## config.mk

```make
export PLATFORM = sky130hd
export DESIGN_NAME = pkt_hdr_demux
export DESIGN_NICKNAME = d
export VERILOG_FILES = /design/src/rtl/pkt_hdr_pkg.sv /design/src/rtl/phd_decode.sv /design/src/rtl/phd_route_lock.sv /design/src/rtl/phd_out_stage.sv /design/src/rtl/pkt_hdr_demux.sv
export SDC_FILE = /design/constraint.sdc
export NUM_CORES = 1
export LEC_CHECK = 0
export BUFFER_PORTS_ARGS = -buffer_cell sky130_fd_sc_hd__clkbuf_2
export CORE_MARGIN = 5
export CORE_UTILIZATION = 30
export CTS_BUF_LIST = sky130_fd_sc_hd__clkbuf_8
export CTS_CLUSTER_SIZE = 30
export DETAILED_ROUTE_END_ITERATION = 8
export RECOVER_POWER = 100
export REMOVE_ABC_BUFFERS = 1
export SLEW_MARGIN = 20
export SYNTH_ARGS = -nofsm -noshare
export SYNTH_HDL_FRONTEND = slang
export SYNTH_HIERARCHICAL = 1
export SYNTH_SLANG_ARGS = --single-unit
```

## constraint.sdc

```tcl
create_clock -name clk -period 10.4 [get_ports clk]
set_input_delay 1.04 -clock clk [delete_from_list [all_inputs] [get_ports clk]]
set_output_delay 1.04 -clock clk [all_outputs]
set_load 0.03 [all_outputs]
```

## src/rtl/pkt_hdr_pkg.sv

```systemverilog
package pkt_hdr_pkg;

  localparam int unsigned PKT_W     = 64;
  localparam int unsigned NUM_OUT   = 4;
  localparam int unsigned SEQ_W     = 12;
  localparam int unsigned LEN_W     = 16;
  localparam int unsigned SID_W     = 16;

  // header bit positions
  localparam int unsigned B_CLS_HI  = 63;
  localparam int unsigned B_CLS_MID = 62;
  localparam int unsigned B_TIME    = 61;
  localparam int unsigned B_CLS_LO  = 60;
  localparam int unsigned SEQ_LSB   = 48;
  localparam int unsigned LEN_LSB   = 32;
  localparam int unsigned SRC_LSB   = 16;
  localparam int unsigned DST_LSB   = 0;

  typedef enum logic [2:0] {
    RT_DATA = 3'd0,
    RT_FLOW = 3'd1,
    RT_CMD  = 3'd2,
    RT_RESP = 3'd3,
    RT_DROP = 3'd4
  } route_e;

  typedef struct packed {
    route_e             route;
    logic               flag;
    logic               has_time;
    logic [SEQ_W-1:0]   seq;
    logic [LEN_W-1:0]   len;
    logic [SID_W-1:0]   src;
    logic [SID_W-1:0]   dst;
  } hdr_info_t;

endpackage

```

## src/rtl/phd_decode.sv

```systemverilog
module phd_decode
  import pkt_hdr_pkg::*;
(
  input  logic [PKT_W-1:0] beat,
  output hdr_info_t        info
);

  logic [2:0] cls;

  always_comb begin
    cls = {beat[B_CLS_HI], beat[B_CLS_MID], beat[B_CLS_LO]};
    info.has_time = beat[B_TIME];
    info.seq      = beat[SEQ_LSB +: SEQ_W];
    info.len      = beat[LEN_LSB +: LEN_W];
    info.src      = beat[SRC_LSB +: SID_W];
    info.dst      = beat[DST_LSB +: SID_W];
    info.flag     = 1'b0;
    case (cls)
      3'b000: info.route = RT_DATA;
      3'b001: begin info.route = RT_DATA; info.flag = 1'b1; end
      3'b010: info.route = RT_FLOW;
      3'b100: info.route = RT_CMD;
      3'b110: info.route = RT_RESP;
      3'b111: begin info.route = RT_RESP; info.flag = 1'b1; end
      default: info.route = RT_DROP;
    endcase
  end

endmodule

```

## src/rtl/phd_route_lock.sv

```systemverilog
module phd_route_lock
  import pkt_hdr_pkg::*;
(
  input  logic   clk,
  input  logic   rst,
  input  logic   in_valid,
  input  logic   in_last,
  input  logic   fire,
  input  route_e dec_route,
  input  logic   dec_flag,
  output route_e sel_route,
  output logic   sel_flag,
  output logic   active,
  output logic   is_hdr
);

  logic   locked;
  route_e route_q;
  logic   flag_q;

  assign is_hdr    = !locked;
  assign active    = locked || in_valid;
  assign sel_route = locked ? route_q : dec_route;
  assign sel_flag  = locked ? flag_q  : dec_flag;

  always_ff @(posedge clk) begin
    if (rst) begin
      locked  <= 1'b0;
      route_q <= RT_DROP;
      flag_q  <= 1'b0;
    end else if (fire) begin
      if (in_last) begin
        locked <= 1'b0;
      end else if (!locked) begin
        locked  <= 1'b1;
        route_q <= dec_route;
        flag_q  <= dec_flag;
      end
    end
  end

endmodule

```

## src/rtl/phd_out_stage.sv

```systemverilog
module phd_out_stage #(
  parameter int unsigned DW = 64
) (
  input  logic          clk,
  input  logic          rst,
  input  logic          load,
  input  logic [DW-1:0] d_in,
  input  logic          last_in,
  input  logic          flag_in,
  output logic          space,
  output logic [DW-1:0] d_out,
  output logic          last_out,
  output logic          flag_out,
  output logic          valid,
  input  logic          ready
);

  assign space = !valid || ready;

  always_ff @(posedge clk) begin
    if (rst) begin
      valid <= 1'b0;
    end else if (load) begin
      valid <= 1'b1;
    end else if (ready) begin
      valid <= 1'b0;
    end
  end

  always_ff @(posedge clk) begin
    if (load) begin
      d_out    <= d_in;
      last_out <= last_in;
      flag_out <= flag_in;
    end
  end

endmodule

```

## src/rtl/pkt_hdr_demux.sv

```systemverilog
module pkt_hdr_demux
  import pkt_hdr_pkg::*;
#(
  parameter int unsigned CNT_W = 8
) (
  input  logic                     clk,
  input  logic                     rst,
  input  logic [PKT_W-1:0]         in_tdata,
  input  logic                     in_tlast,
  input  logic                     in_tvalid,
  output logic                     in_tready,
  output logic [NUM_OUT*PKT_W-1:0] out_tdata,
  output logic [NUM_OUT-1:0]       out_tlast,
  output logic [NUM_OUT-1:0]       out_tuser,
  output logic [NUM_OUT-1:0]       out_tvalid,
  input  logic [NUM_OUT-1:0]       out_tready,
  output logic                     hdr_has_time,
  output logic [SEQ_W-1:0]         hdr_seq,
  output logic [LEN_W-1:0]         hdr_len,
  output logic [SID_W-1:0]         hdr_src_sid,
  output logic [SID_W-1:0]         hdr_dst_sid,
  output logic [7:0]               dst_xbar_id,
  output logic [3:0]               dst_xbar_port,
  output logic [3:0]               dst_blk_port,
  output logic                     bad_type_seen,
  output logic [CNT_W-1:0]         drop_count
);

  localparam logic [CNT_W-1:0] CNT_MAX = {CNT_W{1'b1}};

  hdr_info_t          dec;
  route_e             sel_route;
  logic               sel_flag;
  logic               active;
  logic               is_hdr;
  logic               fire;
  logic [NUM_OUT-1:0] space;
  logic               route_ok;

  phd_decode dec_i (
    .beat (in_tdata),
    .info (dec)
  );

  phd_route_lock lock_i (
    .clk       (clk),
    .rst       (rst),
    .in_valid  (in_tvalid),
    .in_last   (in_tlast),
    .fire      (fire),
    .dec_route (dec.route),
    .dec_flag  (dec.flag),
    .sel_route (sel_route),
    .sel_flag  (sel_flag),
    .active    (active),
    .is_hdr    (is_hdr)
  );

  assign route_ok  = (sel_route == RT_DROP) ? 1'b1 : space[sel_route[1:0]];
  assign in_tready = active && route_ok;
  assign fire      = in_tvalid && in_tready;

  for (genvar i = 0; i < NUM_OUT; i++) begin : g_out
    logic load;
    assign load = fire && (sel_route != RT_DROP) && (sel_route[1:0] == 2'(i));

    phd_out_stage #(.DW(PKT_W)) stage_i (
      .clk      (clk),
      .rst      (rst),
      .load     (load),
      .d_in     (in_tdata),
      .last_in  (in_tlast),
      .flag_in  (sel_flag),
      .space    (space[i]),
      .d_out    (out_tdata[i*PKT_W +: PKT_W]),
      .last_out (out_tlast[i]),
      .flag_out (out_tuser[i]),
      .valid    (out_tvalid[i]),
      .ready    (out_tready[i])
    );
  end

  always_ff @(posedge clk) begin
    if (rst) begin
      hdr_has_time <= 1'b0;
      hdr_seq      <= '0;
      hdr_len      <= '0;
      hdr_src_sid  <= '0;
      hdr_dst_sid  <= '0;
    end else if (fire && is_hdr) begin
      hdr_has_time <= dec.has_time;
      hdr_seq      <= dec.seq;
      hdr_len      <= dec.len;
      hdr_src_sid  <= dec.src;
      hdr_dst_sid  <= dec.dst;
    end
  end

  assign dst_xbar_id   = hdr_dst_sid[15:8];
  assign dst_xbar_port = hdr_dst_sid[7:4];
  assign dst_blk_port  = hdr_dst_sid[3:0];

  always_ff @(posedge clk) begin
    if (rst) begin
      bad_type_seen <= 1'b0;
      drop_count    <= '0;
    end else if (fire && is_hdr && (dec.route == RT_DROP)) begin
      bad_type_seen <= 1'b1;
      if (drop_count != CNT_MAX) drop_count <= drop_count + 1'b1;
    end
  end

endmodule

```

==> results of run 1 <==
==> logic make-up (layout without fill, tap and decap cells) <==
family          Yosys count  after routing  synth area share [%]
mux                      15             15                  1.58
buf+inv                 131            550                  6.68
compound gates          136            136                  5.93
flops                   343            343                  79.1
simple gates            123            123                  6.50
xor+xnor                  1              1                0.0729
fa+ha+maj                 1              1                 0.104
==> cell type report <==
| class | instances | area [sq um] | area share, % |
|---|---|---|---|
| sequential | 343 | 9510 | 64.9 |
| multi-input combinational | 276 | 1690 | 11.5 |
| timing repair buffer | 434 | 1650 | 11.2 |
| clock buffer | 59 | 812 | 5.54 |
| tap | 525 | 657 | 4.48 |
| clock inverter | 47 | 309 | 2.11 |
| inverter | 10 | 37.5 | 0.256 |
==> power by group through the flow <==
stage | sequential, uW | combinational [uW] | clock, uW
floorplan | 1670 | 56.6 | 0
global placement | 1570 | 259 | 0
detailed placement | 1570 | 262 | 0
CTS | 1540 | 263 | 1190
global route | 1550 | 259 | 1250
finish | 1550 | 243 | 1150
==> registers in the layout, summed over array words and instances, names as in the netlist, 3 cells and up <==
name / cells
drop_count: 8
hdr_seq: 12
hdr_dst_sid: 16
g_out.stage_i/flag_out: 4
lock_i/route_q: 3
g_out.stage_i/last_out: 4
hdr_src_sid: 16
g_out.stage_i/valid: 4
hdr_len: 16
g_out.stage_i/d_out: 256
==> cell usage after synthesis (5+ instances only) <==
cell type / instances / share of area (%)
edfxtp_1: 264 / 66
dfxtp_1: 79 / 13
buf_4: 78 / 4.9
a21oi_1: 64 / 2.7
nand4_1: 63 / 3.3
o21ai_0: 61 / 2.5
clkbuf_1: 28 / 0.87
nor2_1: 14 / 0.44
buf_1: 10 / 0.31
inv_1: 10 / 0.31
mux2_2: 9 / 0.84
nand2b_1: 7 / 0.36
nor2b_1: 5 / 0.26
nor4_1: 5 / 0.26
==> through the flow <==
stage | setup slack (ns) | power [uW] | cells
after floorplan | 1.65 | 1720 | 629
after global placement | 6.39 | 1830 | 1588
after detailed placement | 6.36 | 1840 | 1588
after CTS | 6.37 | 3000 | 1694
after global routing | 4.69 | 3060 | 1694
final | 4.94 | 2940 | 1694
==> metal layers <==
| layer | vias up | GRT usage [%] |
|---|---|---|
| met5 | - | 0 |
| met2 | 373 | 24.0 |
| li1 | 3510 | - |
| met3 | 65 | 3.90 |
| met4 | 0 | 5.58 |
| met1 | 3826 | 16.4 |
==> worst max-delay path, delay by kind of cell <==
kind                   cells  cell delay (ns)
AND/OR/NAND/NOR            2             3.02
multiplexers               2             0.86
buffers and inverters      2             0.35
AO/OA/AOI/OAI              1             0.24
==> worst max-delay path by stage <==
stage | start | to | slack, ns
after floorplan | in_tdata[60] | g_out[1].stage_i/valid | 1.65
after detailed placement | in_tdata[60] | g_out[2].stage_i/d_out[36] | 6.36
after global placement | in_tdata[63] | in_tready | 6.39
after CTS | in_tdata[63] | in_tready | 6.37
final | in_tdata[60] | g_out[3].stage_i/d_out[57] | 4.94
after global routing | in_tdata[60] | g_out[3].stage_i/valid | 4.69
==> metrics.csv, run 1 <==
stage,metric,value,unit
run_status,status,"finished, violations left",
run_status,violations,"capacitance limit, slew limit",
detailed_routing,drt-met1-wl,12.8,mm
synth,synth_edf_count,264,
synth,synth.distinct_cells,41,
detailed_routing,wl,33.0,mm
power,leakagePower,0.00470,uW
synth,syn_avg_cell_area,16.0,sq um
die,fp.dieW,210,microns
placement,dpl_cell_area,14100,sq um
hold_path,hp-class,reg2reg,
setup_path,r2r_setup_slack,5.38,ns
setup_path,r2r-start,lock_i/locked,
finish,fin_util,37.0,%
finish,drive_above_1_share,8.90,%
sta,min_period,5.46,ns
placement,gp_congestion,0.752,
setup_path,reg2reg_to,g_out[3].stage_i/d_out[57],
power,p_switching,740,uW
setup_path,critical_path.max_stage_delay,2.77,ns
flow_run,drv_cap,8,
finish,layout-area-overhead-vs-synth,22.0,%
finish,layout_commonest_cell,clkbuf_1,
synth,synthCells,750,
sta,hold_ws,0.475,ns
synth,async_reset_ff_share,0,%
sta,period_share,52.5,%
global_route,overflow,0,
global_route,grtUsageTotal,13.9,%
finish,fin_nets,1194,
detailed_routing,post_drt_wl_per_cell,19.5,microns
detailed_routing,met3_length,2.88,mm
setup_path,crit_path_max_fanout,67,
sta,fmax,183,MHz
detailed_routing,postRouteAntennaNets,0,
sta,worstMarginPinSlew,3.76,ns
setup_path,worstPathRequired,10.52,ns
hold_path,hp-start,hdr_src_sid[15],
detailed_routing,dr_total_vias,7774,
finish,layout_common_cells,"clkbuf_1, edfxtp_1, dfxtp_1",
setup_path,critPathKind,in2reg,
synth,ys_seq_elements,343,
die,coreArea,39600,sq um
hold_path,min_to,hdr_src_sid[15],
detailed_routing,first_iter_violations,363,
detailed_routing,top_layer,met4,
sta,rsz0062_at_grt,false,
power,internal_power,2200,uW
die,ios,427,
global_route,grt_pass1_wl,47.6,mm
placement,io_buffer_count,426,
cts,clk_latency,0.61,ns
power,p_seq_share,52.6,%
power,switching_share,25.2,%
setup_path,worstSetupStartpointType,input port,
cts,cts_hold_buf,0,
cts,cts.reportedPaths.clkPinSlew,0.06,ns
sta,skew,0.0132,ns
setup_path,worstPathCellList,clkbuf_1 -> inv_1 -> o21a_1 -> mux2_1 -> mux4_2 -> nor2_1 -> and3_1,
cts,cts_tree,done,
finish,fillers,4010,
global_route,grt_pass1_vias,7713,
finish,final_area,14700,sq um
detailed_routing,dr_wl_met2,16.4,mm
die,dieArea,44200,sq um
cts,clock-sinks,343,
finish,n_antenna_cell,0,
cts,cts_setup_buffers,0,
sta,finalHoldViolations,0,
cts,htree_levels,2,
global_route,grt_max_degree,89,
placement,place_hpwl,21.3,mm
detailed_routing,first_pass_iters,5,
synth,yosys_warnings,6,
cts,ctsLongestPathBuffers,3,
setup_path,slowest_stage,and3_1,
die,die_height,210,microns
global_route,antenna_found_initial,0,
sta,finalSetupViolCount,0,
power,combPwrFrac,8.3,%
die,start_util,30.3,%
hold_path,hold_path_depth,2,
setup_path,r2r_cells,4,
power,ir_drop,0.0000971,V
setup_path,arrival,5.58,ns
cts,cts_buffers,56,
synth,synth_area,12000,sq um
detailed_routing,drc_errors,0,
synth,synth_seq_area_share,79.1,%
power,p_per_area,201,nW/um^2
setup_path,end_kind,flop,
detailed_routing,drt-vias-per-instance,4.59,
sta,slew_headroom,-151,%
sta,fin_tns_setup,0,ns
power,clkPwrFrac,39.1,%
cts,clockRootBuffer,clkbuf_8,
synth,ys.flop_type,edfxtp_1,
sta,maxSlewViolCount,410,
die,placementRows,73,
cts,ctsResizeCount,0,
Note: power is estimated with default switching activity, not from simulation.
==> run 2: changes to the inputs <==
--- a/config.mk
+++ b/config.mk
@@ -5,6 +5,7 @@
 export SDC_FILE = /design/constraint.sdc
 export NUM_CORES = 1
 export LEC_CHECK = 0
+export ABC_AREA = 1
 export BUFFER_PORTS_ARGS = -buffer_cell sky130_fd_sc_hd__clkbuf_2
 export CORE_MARGIN = 5
 export CORE_UTILIZATION = 30
==> constraint.sdc (replaced) <==
create_clock -name clk -period 5.4 [get_ports clk]
set_input_delay 0.54 -clock clk [delete_from_list [all_inputs] [get_ports clk]]
set_output_delay 0.54 -clock clk [all_outputs]
set_load 0.03 [all_outputs]
==> run 2 against run 1 <==
The run still ends with capacitance limit, slew limit left. Routed wire length shrank 5.0%. Global-route usage shrank 0.51 points. Die area grew 0.29%. Via count shrank 3.8%. Combinational power increased by 78%. Critical path type is now reg2reg.
==> metrics.csv, run 2 <==
stage,metric,value,unit
run_status,status,"finished, violations left",
run_status,violations,"capacitance limit, slew limit",
synth,synthCells,782,
power,ir_drop,0.000227,V
placement,gp_congestion,0.728,
finish,largest_reg_flops,256,
global_route,grt_pass1_vias,7697,
finish,layout-area-overhead-vs-synth,21.8,%
die,ios,427,
sta,hold_ws,0.223,ns
cts,cts_tree,done,
finish,fillers,4004,
sta,period_share,67.4,%
sta,slew_headroom,-21.1,%
flow_run,drv_cap,3,
global_route,overflow,0,
cts,clockRootBuffer,clkbuf_8,
detailed_routing,top_layer,met5,
die,placementRows,73,
hold_path,hp-start,in_tdata[51],
detailed_routing,post_drt_wl_per_cell,18.0,microns
placement,io_buffer_count,426,
detailed_routing,dr_total_vias,7478,
detailed_routing,wl,31.4,mm
setup_path,r2r-start,lock_i/locked,
die,coreArea,39700,sq um
hold_path,min_to,g_out[2].stage_i/d_out[51],
synth,yosys_warnings,6,
synth,synth_edf_count,264,
synth,ys_seq_elements,343,
detailed_routing,drc_errors,0,
cts,cts_setup_buffers,0,
detailed_routing,met3_length,3.18,mm
detailed_routing,postRouteAntennaNets,0,
synth,syn_avg_cell_area,15.4,sq um
sta,fmax,275,MHz
global_route,grtUsageTotal,13.4,%
cts,cts_buffers,55,
detailed_routing,dr_wl_met2,15.3,mm
setup_path,crit_top_cell,nand2_1,
detailed_routing,first_iter_violations,303,
setup_path,slowest_stage,clkbuf_1,
global_route,grt_pass1_wl,46.0,mm
power,p_per_area,389,nW/um^2
hold_path,hp-class,in2reg,
global_route,grt_max_degree,65,
sta,rsz0062_at_grt,false,
cts,ctsLongestPathBuffers,3,
finish,layout_common_cells,"clkbuf_1, edfxtp_1, nand2_1",
power,leakagePower,0.00484,uW
hold_path,hold_path_depth,1,
synth,synth.distinct_cells,33,
finish,final_area,14700,sq um
sta,maxSlewViolCount,115,
setup_path,worstPathCellList,clkinvlp_2 -> nand2_1 -> nand2_1 -> inv_1 -> nand3_1 -> nand2_1 -> o21bai_1 -> nor2_8 -> inv_1 -> nor3_1 -> clkbuf_1,
die,fp.dieW,210,microns
die,die_height,210,microns
synth,synth_area,12100,sq um
finish,fin_nets,1246,
detailed_routing,drt-vias-per-instance,4.29,
cts,cts_hold_buf,0,
cts,clock-sinks,343,
synth,synth_area_leader_cell,edfxtp_1,
detailed_routing,first_pass_iters,6,
die,start_util,30.3,%
synth,synth_seq_area_share,78.9,%
placement,place_hpwl,21.8,mm
cts,htree_levels,2,
synth,yosys.area.top_type_share,65.8,%
finish,n_antenna_cell,0,
finish,regMostFlops,g_out.stage_i/d_out,
setup_path,critPathKind,reg2reg,
sta,finalSetupViolCount,0,
setup_path,critical_path.max_stage_delay,1.33,ns
cts,ctsResizeCount,0,
power,total_power,5710,uW
detailed_routing,drt-met1-wl,12.4,mm
die,dieArea,44300,sq um
placement,dpl_cell_area,14200,sq um
synth,ys.flop_type,edfxtp_1,
global_route,antenna_found_initial,1,
sta,skew,0.0231,ns
setup_path,end_kind,flop,
cts,clk_latency,0.61,ns
finish,layout_commonest_cell,clkbuf_1,
setup_path,arrival,3.83,ns
synth,yosysMostFrequentCell,edfxtp_1,
setup_path,r2r_cells,11,
setup_path,crit_path_max_fanout,25,
synth,async_reset_ff_share,0,%
cts,cts.reportedPaths.clkPinSlew,0.07,ns
sta,min_period,3.64,ns
synth,ys_top_cells_by_count,"edfxtp_1, nand2_1, buf_4, dfxtp_1, nand3_1",
finish,drive_above_1_share,10.5,%
sta,worstMarginPinSlew,1.82,ns
setup_path,reg2reg_to,g_out[2].stage_i/d_out[33],
sta,finalHoldViolations,0,
synth,yosys-top-cells-area,"edfxtp_1, dfxtp_1, buf_4, nand2_1, nand3_1",
setup_path,worstSetupStartpointType,flop,
setup_path,worstPathRequired,5.59,ns
finish,fin_util,36.9,%
setup_path,r2r_setup_slack,1.76,ns
==> run 2: cell families (layout without fill, tap and decap cells) <==
logic type	count (synthesis)	in the layout	share of synthesized area, %
flip-flops	343	343	78.9
AND/OR/NAND/NOR	221	221	9.35
buffers and inverters	140	578	7.66
adder cells (fa/ha/maj)	1	1	0.104
XOR/XNOR	2	2	0.145
AO/OA/AOI/OAI	75	75	3.85
==> run 2: final cells by class <==
type | instances | area, sq um | area share, %
Sequential cell | 343 | 9510 | 64.8
Clock inverter | 41 | 317 | 2.16
Tap cell | 525 | 657 | 4.48
Timing Repair Buffer | 438 | 1690 | 11.5
Multi-Input combinational cell | 299 | 1500 | 10.2
Inverter | 36 | 136 | 0.929
Clock buffer | 63 | 867 | 5.91
==> run 2: through the flow <==
step | cells | setup slack (ns) | TNS [ns]
after global routing | 1745 | 1.28 | 0
after detailed placement | 1641 | 2.37 | 0
after floorplan | 678 | -4.01 | -678.50
after global placement | 1641 | 2.52 | 0
after CTS | 1745 | 2.54 | 0
final | 1745 | 1.76 | 0
==> run 2: power breakdown <==
| group | internal (uW) | switching [uW] |
|---|---|---|
| clock network | 1310 | 1000 |
| registers | 2920 | 33.1 |
| logic | 81.0 | 352 |
| total | 4320 | 1390 |
==> run 2: worst max-delay path, delay by kind of cell, from the launching register on <==
kind,cells,cell delay (ns)
AND/OR/NAND/NOR,6,0.76
flip-flops,1,0.48
buffers and inverters,4,1.79
AO/OA/AOI/OAI,1,0.15
==> run 2: metal layers <==
metal / track usage, % / vias up
li1: - / 3480
met1: 16.1 / 3623
met2: 22.8 / 332
met3: 5.10 / 41
met4: 3.33 / 2
met5: 0 / -
==> run 2: worst max-delay path by stage <==
stage / from / endpoint / slack, ns / cells past startpoint
6_report: lock_i/locked / g_out[2].stage_i/d_out[33] / 1.76 / 11
2_1_floorplan: lock_i/locked / g_out[0].stage_i/valid / -4.01 / 11
4_1_cts: lock_i/locked / in_tready / 2.54 / 10
3_5_place_dp: in_tdata[62] / lock_i/route_q[2] / 2.37 / 16
5_1_grt: lock_i/locked / g_out[2].stage_i/valid / 1.28 / 13
3_3_place_gp: in_tdata[62] / lock_i/route_q[2] / 2.52 / 16
==> run 3: changes to the inputs <==
==> constraint.sdc (replaced) <==
create_clock -name clk -period 3.3 [get_ports clk]
set_input_delay 0.33 -clock clk [delete_from_list [all_inputs] [get_ports clk]]
set_output_delay 0.33 -clock clk [all_outputs]
set_load 0.03 [all_outputs]
==> run 3 against run 2 <==
The flow still finishes with violations (capacitance limit, slew limit). Worst setup slack worse by 1.3 ns. Clock power is 60% higher. Sequential power is 64% higher. Cell area is 5.6% higher. Global-route usage is 0.42 points higher. Via count is 3.3% higher. Critical path type is now in2out. Critical endpoint is now in_tready.
==> metrics.csv, run 3 (synthesis gave the netlist of run 2 again) <==
stage,metric,value,unit
sta,skew,0.0340,ns
run_status,status,"finished, violations left",
power,clkPwrFrac,39.8,%
cts,clock-sinks,343,
global_route,grt_pass1_wl,47.7,mm
setup_path,worstSetupStartpointType,input port,
finish,layout_common_cells,"clkbuf_1, edfxtp_1, nand2_1",
cts,cts_setup_buffers,0,
finish,final_area,15500,sq um
sta,min_period,2.85,ns
cts,ctsResizeCount,0,
sta,finalHoldViolations,0,
power,switching_share,24.7,%
setup_path,slowest_stage,dlygate4sd3_1,
placement,place_inst,1644,
sta,fmax,351,MHz
finish,n_antenna_cell,0,
power,combPwrFrac,8.4,%
cts,cts_tree,done,
setup_path,end_kind,output pin,
finish,fin_nets,1316,
finish,layout-area-overhead-vs-synth,28.6,%
setup_path,critical_path.max_stage_delay,0.52,ns
die,ios,427,
placement,gp_congestion,0.770,
finish,instances_no_fill,1815,
power,internal_power,7040,uW
detailed_routing,first_iter_violations,252,
detailed_routing,postRouteAntennaNets,0,
placement,place_ws,0.660,ns
cts,clk_latency,0.62,ns
die,placementRows,73,
sta,hold_ws,0.176,ns
die,start_util,30.3,%
cts,cts_hold_buf,67,
setup_path,worstPathRequired,2.97,ns
setup_path,crit_family,buffers and inverters,
die,coreArea,39700,sq um
detailed_routing,drt-vias-per-instance,4.26,
sta,rsz0062_at_grt,false,
cts,ctsLongestPathBuffers,3,
placement,io_buffer_count,426,
finish,largest_reg_flops,256,
detailed_routing,wl,32.2,mm
die,fp.dieW,210,microns
setup_path,crit_buf_inv,6,
finish,layout_commonest_cell,clkbuf_1,
placement,dpl_cell_area,14300,sq um
sta,period_share,86.3,%
finish,drive_above_1_share,11.4,%
setup_path,arrival,2.52,ns
detailed_routing,drc_errors,0,
cts,clockRootBuffer,clkbuf_8,
setup_path,crit_path_max_fanout,8,
power,p_seq_share,51.8,%
sta,finalSetupViolCount,0,
power,ir_drop,0.000409,V
setup_path,critPathKind,in2out,
power,p_switching,2310,uW
cts,cts.reportedPaths.clkPinSlew,0.06,ns
sta,maxSlewViolCount,32,
detailed_routing,first_pass_iters,4,
power,leakagePower,0.00518,uW
flow_run,drv_cap,1,
detailed_routing,post_drt_wl_per_cell,17.7,microns
cts,htree_levels,2,
global_route,antenna_found_initial,0,
placement,place_hpwl,22.3,mm
sta,worstMarginPinSlew,1.60,ns
sta,layout_setup_ws,0.453,ns
detailed_routing,dr_total_vias,7728,
run_status,violations,"capacitance limit, slew limit",
global_route,grt_max_degree,48,
die,die_height,210,microns
cts,cts_buffers,55,
die,dieArea,44300,sq um
global_route,overflow,0,
hold_path,hp-class,in2reg,
power,p_per_area,603,nW/um^2
global_route,grtUsageTotal,13.8,%
global_route,grt_pass1_vias,8013,
finish,fin_util,39.0,%
finish,regMostFlops,g_out.stage_i/d_out,
setup_path,worstPathCellList,dlygate4sd3_1 -> clkbuf_1 -> inv_2 -> a21oi_1 -> nand2_1 -> nand2_2 -> inv_1 -> nand3_1 -> nand2_1 -> o21bai_2 -> inv_1 -> clkbuf_1,
sta,slew_headroom,-6.91,%
[run 3: cell count changes in the layout (fill, tap and decap cells not counted), sizes merged]
cell | previous run | this run
clkbuf | 492 | 494
inv | 55 | 56
bufinv | 5 | 3
buf | 9 | 13
dlygate4sd3 | 0 | 67
clkinv | 14 | 12
[run 3: worst paths after layout]
kind	cells past startpoint	slack (ns)	start	endpoint
worst max-delay path	12	0.45	in_tdata[63]	in_tready
worst min-delay path	1	0.18	in_tdata[61]	g_out[1].stage_i/d_out[61]
worst max register to register	11	0.59	lock_i/locked	g_out[2].stage_i/d_out[0]
worst min register to register	2	0.46	hdr_seq[11]	hdr_seq[11]
[run 3: metal layers]
metal	GRT usage (%)	share of wire, %
met4	4.54	2.5
met3	4.90	9.3
met5	0	0
met2	23.2	48
met1	16.6	40
[run 3: metrics by stage]
step / TNS [ns] / power (uW)
6_report: 0 / 9350
5_1_grt: 0 / 9750
4_1_cts: 0 / 9550
3_5_place_dp: 0 / 5720
3_3_place_gp: 0 / 5710
2_1_floorplan: -1241.30 / 5380
[run 3: final cells by class]
type	count	area, sq um
fill	3928	24200
sequential	343	9510
timing repair buffer	508	2480
multi-input combinational	299	1550
clock buffer	66	908
tap	525	657
clock inverter	38	258
inverter	36	136
[run 3: power by group through the flow]
| stage | Combinational [uW] | Sequential [uW] | Clock (uW) |
|---|---|---|---|
| finish | 789 | 4840 | 3720 |
| global route | 852 | 4850 | 4050 |
| CTS | 857 | 4840 | 3850 |
| detailed placement | 792 | 4930 | 0 |
| global placement | 784 | 4930 | 0 |
| floorplan | 195 | 5180 | 0 |
